--- config.mk ---
export PLATFORM = sky130hd
export DESIGN_NAME = cnv_readout_ctrl
export DESIGN_NICKNAME = d
export VERILOG_FILES = /design/src/rtl/cnvrd_pkg.sv /design/src/rtl/cnvrd_timer.sv /design/src/rtl/cnvrd_busy_sync.sv /design/src/rtl/cnvrd_spi_rx.sv /design/src/rtl/cnv_readout_ctrl.sv
export SDC_FILE = /design/constraint.sdc
export NUM_CORES = 1
export LEC_CHECK = 0
export BUFFER_PORTS_ARGS = -buffer_cell sky130_fd_sc_hd__clkbuf_2
export CELL_PAD_IN_SITES_DETAIL_PLACEMENT = 2
export CELL_PAD_IN_SITES_GLOBAL_PLACEMENT = 2
export CORE_MARGIN = 3
export CORE_UTILIZATION = 30
export CTS_CLUSTER_DIAMETER = 150
export DETAILED_ROUTE_END_ITERATION = 12
export PLACE_DENSITY_LB_ADDON = 0.1
export SYNTH_ARGS = -nofsm -noshare
export SYNTH_HDL_FRONTEND = slang
export SYNTH_SLANG_ARGS = --single-unit
--- constraint.sdc ---
create_clock -name clk -period 7.55 [get_ports clk]
set_input_delay 0.755 -clock clk [delete_from_list [all_inputs] [get_ports clk]]
set_output_delay 0.755 -clock clk [all_outputs]
set_load 0.02 [all_outputs]
--- src/rtl/cnvrd_pkg.sv ---
package cnvrd_pkg;

    localparam int RES_BITS  = 18;
    localparam int BYTE_BITS = 8;
    localparam int NUM_BYTES = 3;
    localparam int XFER_BITS = BYTE_BITS * NUM_BYTES;

    typedef enum logic [1:0] {
        SEQ_IDLE = 2'd0,
        SEQ_CONV = 2'd1,
        SEQ_XFER = 2'd2
    } seq_state_e;

    typedef struct packed {
        logic                valid;
        logic [RES_BITS-1:0] data;
    } result_t;

    // smallest rising-to-rising gap in system clocks that keeps the bit rate legal
    function automatic int min_sclk_cycles(input int clk_hz, input int max_bps);
        return (clk_hz + max_bps - 1) / max_bps;
    endfunction

endpackage

--- src/rtl/cnvrd_timer.sv ---
module cnvrd_timer #(
    parameter int PER_W = 16
) (
    input  logic             clk,
    input  logic             rst,
    input  logic [PER_W-1:0] period,
    output logic             tick
);
    logic [PER_W-1:0] cnt;

    always_ff @(posedge clk) begin
        if (rst) begin
            cnt  <= '0;
            tick <= 1'b0;
        end else if (period == '0) begin
            cnt  <= '0;
            tick <= 1'b0;
        end else if (cnt >= period - PER_W'(1)) begin
            cnt  <= '0;
            tick <= 1'b1;
        end else begin
            cnt  <= cnt + PER_W'(1);
            tick <= 1'b0;
        end
    end

    assert_timer_off_R3: assert property (@(posedge clk) disable iff (rst)
        (period == '0) |=> !tick);

endmodule

--- src/rtl/cnvrd_busy_sync.sv ---
module cnvrd_busy_sync #(
    parameter int STAGES = 2
) (
    input  logic clk,
    input  logic rst,
    input  logic busy_in,
    output logic busy_fall
);
    logic busy_s;
    logic busy_prev;

    generate
        if (STAGES == 0) begin : g_bypass
            assign busy_s = busy_in;
        end else begin : g_chain
            logic [STAGES-1:0] chain;
            always_ff @(posedge clk) begin
                if (rst) chain[0] <= 1'b0;
                else     chain[0] <= busy_in;
            end
            for (genvar i = 1; i < STAGES; i++) begin : g_stage
                always_ff @(posedge clk) begin
                    if (rst) chain[i] <= 1'b0;
                    else     chain[i] <= chain[i-1];
                end
            end
            assign busy_s = chain[STAGES-1];
        end
    endgenerate

    always_ff @(posedge clk) begin
        if (rst) busy_prev <= 1'b0;
        else     busy_prev <= busy_s;
    end

    assign busy_fall = busy_prev & ~busy_s;

endmodule

--- src/rtl/cnvrd_spi_rx.sv ---
module cnvrd_spi_rx
    import cnvrd_pkg::*;
#(
    parameter int HALF_DIV = 6,
    parameter int CLK_HZ   = 200_000_000,
    parameter int MAX_BPS  = 17_000_000
) (
    input  logic                clk,
    input  logic                rst,
    input  logic                go,
    input  logic                miso,
    output logic                sclk,
    output logic                cs_n,
    output logic                done,
    output logic [RES_BITS-1:0] word
);
    localparam int HC_W    = $clog2(HALF_DIV + 1);
    localparam int BC_W    = $clog2(XFER_BITS);
    localparam int MIN_CYC = min_sclk_cycles(CLK_HZ, MAX_BPS);

    logic                active;
    logic [HC_W-1:0]     hcnt;
    logic [BC_W-1:0]     bcnt;
    logic [RES_BITS-1:0] shreg;

    always_ff @(posedge clk) begin
        if (rst) begin
            active <= 1'b0;
            sclk   <= 1'b0;
            hcnt   <= '0;
            bcnt   <= '0;
            shreg  <= '0;
            done   <= 1'b0;
        end else begin
            done <= 1'b0;
            if (!active) begin
                if (go) begin
                    active <= 1'b1;
                    sclk   <= 1'b0;
                    hcnt   <= '0;
                    bcnt   <= '0;
                end
            end else if (hcnt == HC_W'(HALF_DIV - 1)) begin
                hcnt <= '0;
                if (!sclk) begin
                    sclk <= 1'b1;
                end else begin
                    sclk <= 1'b0;
                    if (bcnt < BC_W'(RES_BITS))
                        shreg <= {shreg[RES_BITS-2:0], miso};
                    bcnt <= bcnt + BC_W'(1);
                    if (bcnt == BC_W'(XFER_BITS - 1)) begin
                        active <= 1'b0;
                        done   <= 1'b1;
                    end
                end
            end else begin
                hcnt <= hcnt + HC_W'(1);
            end
        end
    end

    assign cs_n = ~active;
    assign word = shreg;

    // rate checker: clocks between successive rising edges of sclk
    logic        sclk_d;
    logic        seen_rise;
    logic [15:0] gap;
    logic        rise;

    assign rise = sclk & ~sclk_d;

    always_ff @(posedge clk) begin
        if (rst) begin
            sclk_d    <= 1'b0;
            seen_rise <= 1'b0;
            gap       <= '0;
        end else begin
            sclk_d <= sclk;
            if (rise) begin
                seen_rise <= 1'b1;
                gap       <= 16'd1;
            end else if (gap != 16'hFFFF) begin
                gap <= gap + 16'd1;
            end
        end
    end

    assert_sclk_rate_R6: assert property (@(posedge clk) disable iff (rst)
        (rise && seen_rise) |-> (gap >= 16'(MIN_CYC)));

    assert_sclk_idle_low_R5: assert property (@(posedge clk) disable iff (rst)
        cs_n |-> !sclk);

endmodule

--- src/rtl/cnv_readout_ctrl.sv ---
module cnv_readout_ctrl
    import cnvrd_pkg::*;
#(
    parameter int CLK_HZ       = 200_000_000,
    parameter int MAX_SCLK_BPS = 17_000_000,
    parameter int HALF_DIV     = 6,
    parameter int PER_W        = 16,
    parameter int SYNC_STAGES  = 2
) (
    input  logic                clk,
    input  logic                rst,
    input  logic [PER_W-1:0]    period_cfg,
    output logic                cnv_start,
    input  logic                busy_in,
    output logic                spi_sclk,
    output logic                spi_cs_n,
    input  logic                spi_miso,
    output logic                res_valid,
    output logic [RES_BITS-1:0] res_data,
    output logic                trig_drop
);
    seq_state_e          st;
    logic                tick;
    logic                busy_fall;
    logic                xfer_go;
    logic                rx_done;
    logic [RES_BITS-1:0] rx_word;
    result_t             res;

    cnvrd_timer #(.PER_W(PER_W)) u_timer (
        .clk    (clk),
        .rst    (rst),
        .period (period_cfg),
        .tick   (tick)
    );

    cnvrd_busy_sync #(.STAGES(SYNC_STAGES)) u_sync (
        .clk       (clk),
        .rst       (rst),
        .busy_in   (busy_in),
        .busy_fall (busy_fall)
    );

    cnvrd_spi_rx #(
        .HALF_DIV (HALF_DIV),
        .CLK_HZ   (CLK_HZ),
        .MAX_BPS  (MAX_SCLK_BPS)
    ) u_rx (
        .clk  (clk),
        .rst  (rst),
        .go   (xfer_go),
        .miso (spi_miso),
        .sclk (spi_sclk),
        .cs_n (spi_cs_n),
        .done (rx_done),
        .word (rx_word)
    );

    assign xfer_go = (st == SEQ_CONV) && busy_fall;

    always_ff @(posedge clk) begin
        if (rst) begin
            st        <= SEQ_IDLE;
            cnv_start <= 1'b0;
            trig_drop <= 1'b0;
        end else begin
            cnv_start <= 1'b0;
            trig_drop <= tick && (st != SEQ_IDLE);
            case (st)
                SEQ_IDLE: if (tick) begin
                    cnv_start <= 1'b1;
                    st        <= SEQ_CONV;
                end
                SEQ_CONV: if (busy_fall) st <= SEQ_XFER;
                SEQ_XFER: if (rx_done)   st <= SEQ_IDLE;
                default:  st <= SEQ_IDLE;
            endcase
        end
    end

    assign res.valid = rx_done;
    assign res.data  = rx_word;
    assign res_valid = res.valid;
    assign res_data  = res.data;

    assert_read_after_busy_R4: assert property (@(posedge clk) disable iff (rst)
        $fell(spi_cs_n) |-> $past(busy_fall));

    assert_one_event_R2: assert property (@(posedge clk) disable iff (rst)
        $onehot0({cnv_start, trig_drop}));

    assert_drop_when_busy_R9: assert property (@(posedge clk) disable iff (rst)
        trig_drop |-> ($past(st) != SEQ_IDLE));

    assert_valid_single_R8: assert property (@(posedge clk) disable iff (rst)
        res_valid |=> !res_valid);

    assert_valid_cs_high_R8: assert property (@(posedge clk) disable iff (rst)
        res_valid |-> spi_cs_n);

endmodule

Word-level counts from Yosys, hierarchy flattened
Index checks and enable logic that the tools add are counted.
{ "op_classes": {"addsub": 4, "n_lt_le_gt_ge": 2, "n_eq_ne": 9, "mux": 23, "n_bitwise": 6, "n_reduce_logical": 14} }
{ "ops": {"columns": ["cell", "count"], "rows": [
  ["2-to-1 mux 5 bit", 4],
  ["adder 16 x 1 -> 16 bit, second input constant", 1],
  ["greater-or-equal comparator 16 bit", 1],
  ["zero test 16 bit", 1],
  ["subtractor 16 x 1 -> 16 bit, second input constant", 1],
  ["2-to-1 mux 1 bit", 12],
  ["2-to-1 mux 3 bit", 3],
  ["2-to-1 mux 2 bit", 3],
  ["inequality test 2 x 1 -> 1 bit, second input constant", 3],
  ["one-hot mux 2 bit (3 select lines)", 1],
  ["AND reduction 3 bit", 2],
  ["adder 5 x 1 -> 5 bit, second input constant", 1],
  ["equality test 5 bit, second input constant", 1],
  ["< comparator 5 bit, second input constant", 1],
  ["inverter 1 bit", 5],
  ["inequality test 2 bit, second input constant", 2],
  ["AND reduction 4 bit", 1],
  ["nonzero test 2 bit", 2],
  ["OR reduction 2 bit", 2],
  ["OR reduction 4 bit", 1],
  ["adder 3 x 1 -> 3 bit, second input constant", 1],
  ["equality test 3 bit, second input constant", 1],
  ["OR reduction 3 bit", 1],
  ["equality test 2 x 1 -> 1 bit, second input constant", 1],
  ["other kinds (5)", 6]
]} }
{ "totals": {"reg_bits": 53, "input_bits": 20, "output_inout_bits": 23, "word_cells": 72} }

Longest topological paths before layout
{ "depth": {"depth_word": 5, "mapped_depth": 13, "ltp_nobuf": 12} }

By module
A second synthesis with hierarchy kept.
{ "unflattened": {"hier_cells": 296, "hier_area_um2": 2768.9} }
{ "by_module_without_submodules": {"columns": ["mod", "instances", "cells_per_inst", "area_each_um2", "seq_area_each_um2"], "rows": [
  ["cnvrd_timer", 1, 156, 1298.7, 340.3],
  ["cnvrd_spi_rx", 1, 119, 1237.4, 580.6],
  ["cnv_readout_ctrl", 1, 14, 145.1, 80.1],
  ["cnvrd_busy_sync", 1, 7, 87.6, 60.1]
]} }

Least setup slack after synthesis
Ideal clock, no wire load.
{ "synth_timing": {"kind": "input to register", "start": "input period_cfg[4]", "end": "register u_timer.cnt[10]", "setup_ps": 64, "arrival_time_ps": 3360, "required_time_ps": 7486, "setup_slack_ps": 4126, "path_stages": 11, "n_path_buf": 1, "path_cell_list": "or4_4 > nor4_1 > nand3b_1 > xor2_1 > ha_1 > a21o_1 > a21o_2 > a22oi_1 > nand4_4 > buf_6 > nor2_1"} }
{ "synth_between": {"elab_chain_cells": 3, "elab_cells_between_ends": 4, "cone_classes": "add/sub: 1; order compare: 1; reduce/logical: 2"} }
{ "synth_rtl": {"columns": ["element", "line", "rtl"], "rows": [
  ["start: declaration", "cnv_readout_ctrl.sv:12", "input logic [PER_W-1:0] period_cfg,"],
  ["subtractor 16 x 1 -> 16 bit", "cnvrd_timer.sv:18", "end else if (cnt >= period - PER_W'(1)) begin"],
  ["greater-or-equal comparator 16 bit", "cnvrd_timer.sv:18", null],
  ["OR reduction 3 bit (no line) *", null, null],
  ["end signal: assignment", "cnvrd_timer.sv:22", "cnt <= cnt + PER_W'(1);"],
  ["end: declaration", "cnvrd_timer.sv:9", "logic [PER_W-1:0] cnt;"]
]} }
Every way passes the cells marked *; elsewhere a longest branch is shown, timed or not.
A chain may end at the register's enable or synchronous reset.

Worst setup path in the final report
{ "layout_timing": {"start": "input period_cfg[4]", "end": "register u_timer.cnt[12]"} }
Same word-level chain as after synthesis.

==> impl_metrics.tcl <==
set metrics [dict create \
    top_usage_layer "met2" \
    path_clk_slew_ns 0.10 \
    netlist_instances 285 \
    multi_input_area_sq_um 1510 \
    p_sw_uw 114 \
    p_total_uw 518 \
    worstSetupPathType "input pin to flip-flop" \
    final-seq-area_sq_um 1060 \
    coreArea_sq_um 8380 \
    wl_per_cell_um 14.8 \
    syn_area_sq_um 2630 \
    pwr-share-clk 0.387 \
    synth-xor-area-share 0.100 \
    fmax_mhz 268 \
    synth_edf_count 0 \
    setup_violations 0 \
    hold_viol 0 \
    fp.dieW_um 99.6 \
    p_int_uw 404 \
    antenna_found_initial 0 \
    syn2layout_area_growth_pct 16.4 \
    numCtsBuffers 5 \
    power.density_nw_per_um2 169 \
    wirelength_mm 6.42 \
    hold_class "flip-flop to flip-flop" \
    rsz0062_at_grt "false" \
    clock_latency_ns 0.30 \
    slew_headroom 0.539 \
    postSynthAreaPerCell_sq_um 9.22 \
    grt_pass1_vias 2230 \
    drv_cap 0 \
    dr_total_vias 2146 \
    grt_first_pass_wirelength_mm 11.1 \
    async_flop_share 0 \
    fin_skew_ns 0.00653 \
    synth.top_cells.by_area "dfxtp_1, ha_1, nor2_1" \
    sequentialPowerShare 0.547 \
    globalplace.congestion 0.738 \
    use_met2 0.232 \
    ioPinCount 43 \
    grt-ovfl-total 0 \
    synth_compound_area_frac 0.0633 \
    start_kind "input pin" \
    diodes 0 \
    cts_tree "done" \
    yosysTopAreaCellShare 0.404 \
    h-tree-depth 2 \
    drv_slew 0 \
    ctsLongestPathBuffers 2 \
    drc_errors 0 \
    comb_power_share 0.066 \
    die_area_sq_um 9920 \
    netSwitchingFraction 0.220 \
    grt_start_max_net_pins 34 \
    dieHeight_um 99.6 \
    yosys.area.top_type "dfxtp_1" \
    ys_warn_count 0 \
    finalSetupTns_ns 0 \
    yosysMostFrequentCell "nor2_1" \
    outcome "finished, final reports clean" \
    grtUsageMet1 0.184 \
    finalCritPeriodShare 0.495 \
    synthMuxAreaShare 0.0723 \
    nFillCells 956 \
    ys_seq_elements 53 \
    drive_gt1_frac 0.185 \
    crit_fanout 16 \
    synth_top_family_by_area "simple AND/OR/NAND/NOR gates" \
    grt_use_total 0.139 \
    post_cts_buffers 0 \
    num_rows 33 \
    nets 368 \
    gr-usage-met3 0.0252 \
    fin_crit_ns 3.74 \
    hpwl_mm 5.09 \
    drt-initial-drc-count 45 \
    portBuffers 42 \
    syn-num-nets 324 \
    yosysSeqAreaShare 0.404 \
    fin_util 0.365 \
    root_buffer "clkbuf_8" \
    initial_core_util 0.314 \
    synth-simple-area-share 0.250 \
    ant_nets 0 \
    synth.distinct_cells 45 \
    routed_via_density 4.93 \
    arrival_ns 3.97 \
    worst_setup_path_end_kind "flip-flop" \
    crit_required_ns 7.78 \
    ctsResizeCount 0 \
    dr.pass1.iters 4 \
    synth_commonest_cells "nor2_1, dfxtp_1, ha_1, mux2i_1, xnor2_1" \
    p_leak_nw 1.35 \
    cts_hold_buf 0 \
    tightest_slew_ns 0.691 \
    ys.flop_type "dfxtp_1" \
    synth-adder-area-share 0.0904 \
    vdd_drop_max_mv 0.0732 \
    clock_sinks 53 \
]
layer usage:
metal	wire [um]	share of wire
met1	3100	0.48
met2	3060	0.48
met3	195	0.030
met4	70	0.011
met5	0	0
power groups by stage:
| stage | clock network (mW) | logic [mW] | registers, mW |
|---|---|---|---|
| 4_1_cts | 0.210 | 0.0357 | 0.283 |
| 2_1_floorplan | 0 | 0.0208 | 0.289 |
| 6_report | 0.200 | 0.0344 | 0.283 |
| 3_3_place_gp | 0 | 0.0343 | 0.290 |
| 5_1_grt | 0.220 | 0.0397 | 0.284 |
| 3_5_place_dp | 0 | 0.0354 | 0.290 |
placed cells by master, fill, tap and decap left out, types with 7 or more instances in the layout:
master,count
inv_1,7
nand2_1,13
clkbuf_2,42
dfxtp_1,53
a21oi_1,10
xnor2_1,17
mux2i_1,19
ha_1,19
nor2_1,60
nand3_1,9
xor2_1,13
critical path: stages:
cell and delay (ns):
clkbuf_2 0.12, or4_4 0.58, nor4_1 0.59, nand2_1 0.17, xor2_1 0.19, ha_1 0.31
nand4_1 0.15, nor2_1 0.06, a311oi_1 0.49, nand4_4 0.34, nor2_1 0.20
per-stage QoR:
step	cell area (sq um)	worst slack (ns)	hold slack (ns)	instances
finish	3060	3.81	0.463	435
global route	3060	3.50	0.497	435
CTS	3060	3.74	0.466	435
detailed placement	2940	3.48	0.440	427
global placement	2940	3.59	0.452	427
floorplan	2630	4.13	0.414	285
area by class of cell:
class	instances	area share
clock buffers	7	0.0282
well taps	105	0.0429
clock inverters	1	0.00982
inverters	7	0.00859
multi-input cells	220	0.495
repair buffers	42	0.0687
flip-flops and latches	53	0.347
cell families after synthesis:
kind of cell	Yosys count
XOR/XNOR	30
adder cells (fa/ha/maj)	19
multiplexers	19
buffers and inverters	12
AO/OA/AOI/OAI	26
AND/OR/NAND/NOR	126
flip-flops	53
final timing paths:
check                           from              end  slack (ns)  depth (start not counted)
max                    period_cfg[4]  u_timer.cnt[12]        3.81                         11
min          u_sync.g_chain.chain[0]    u_sync.busy_s        0.46                          1
max reg2reg              u_rx.active    u_rx.word[17]        5.48                          5
min reg2reg  u_sync.g_chain.chain[0]    u_sync.busy_s        0.46                          1
state kept, by name (all words and copies together) (netlist names), 2 cells and up:
name	flops
u_rx.bcnt	5
u_timer.cnt	16
u_rx.hcnt	3
u_rx.word	18
st	2
No activity file was read; power rests on OpenSTA's default activity.
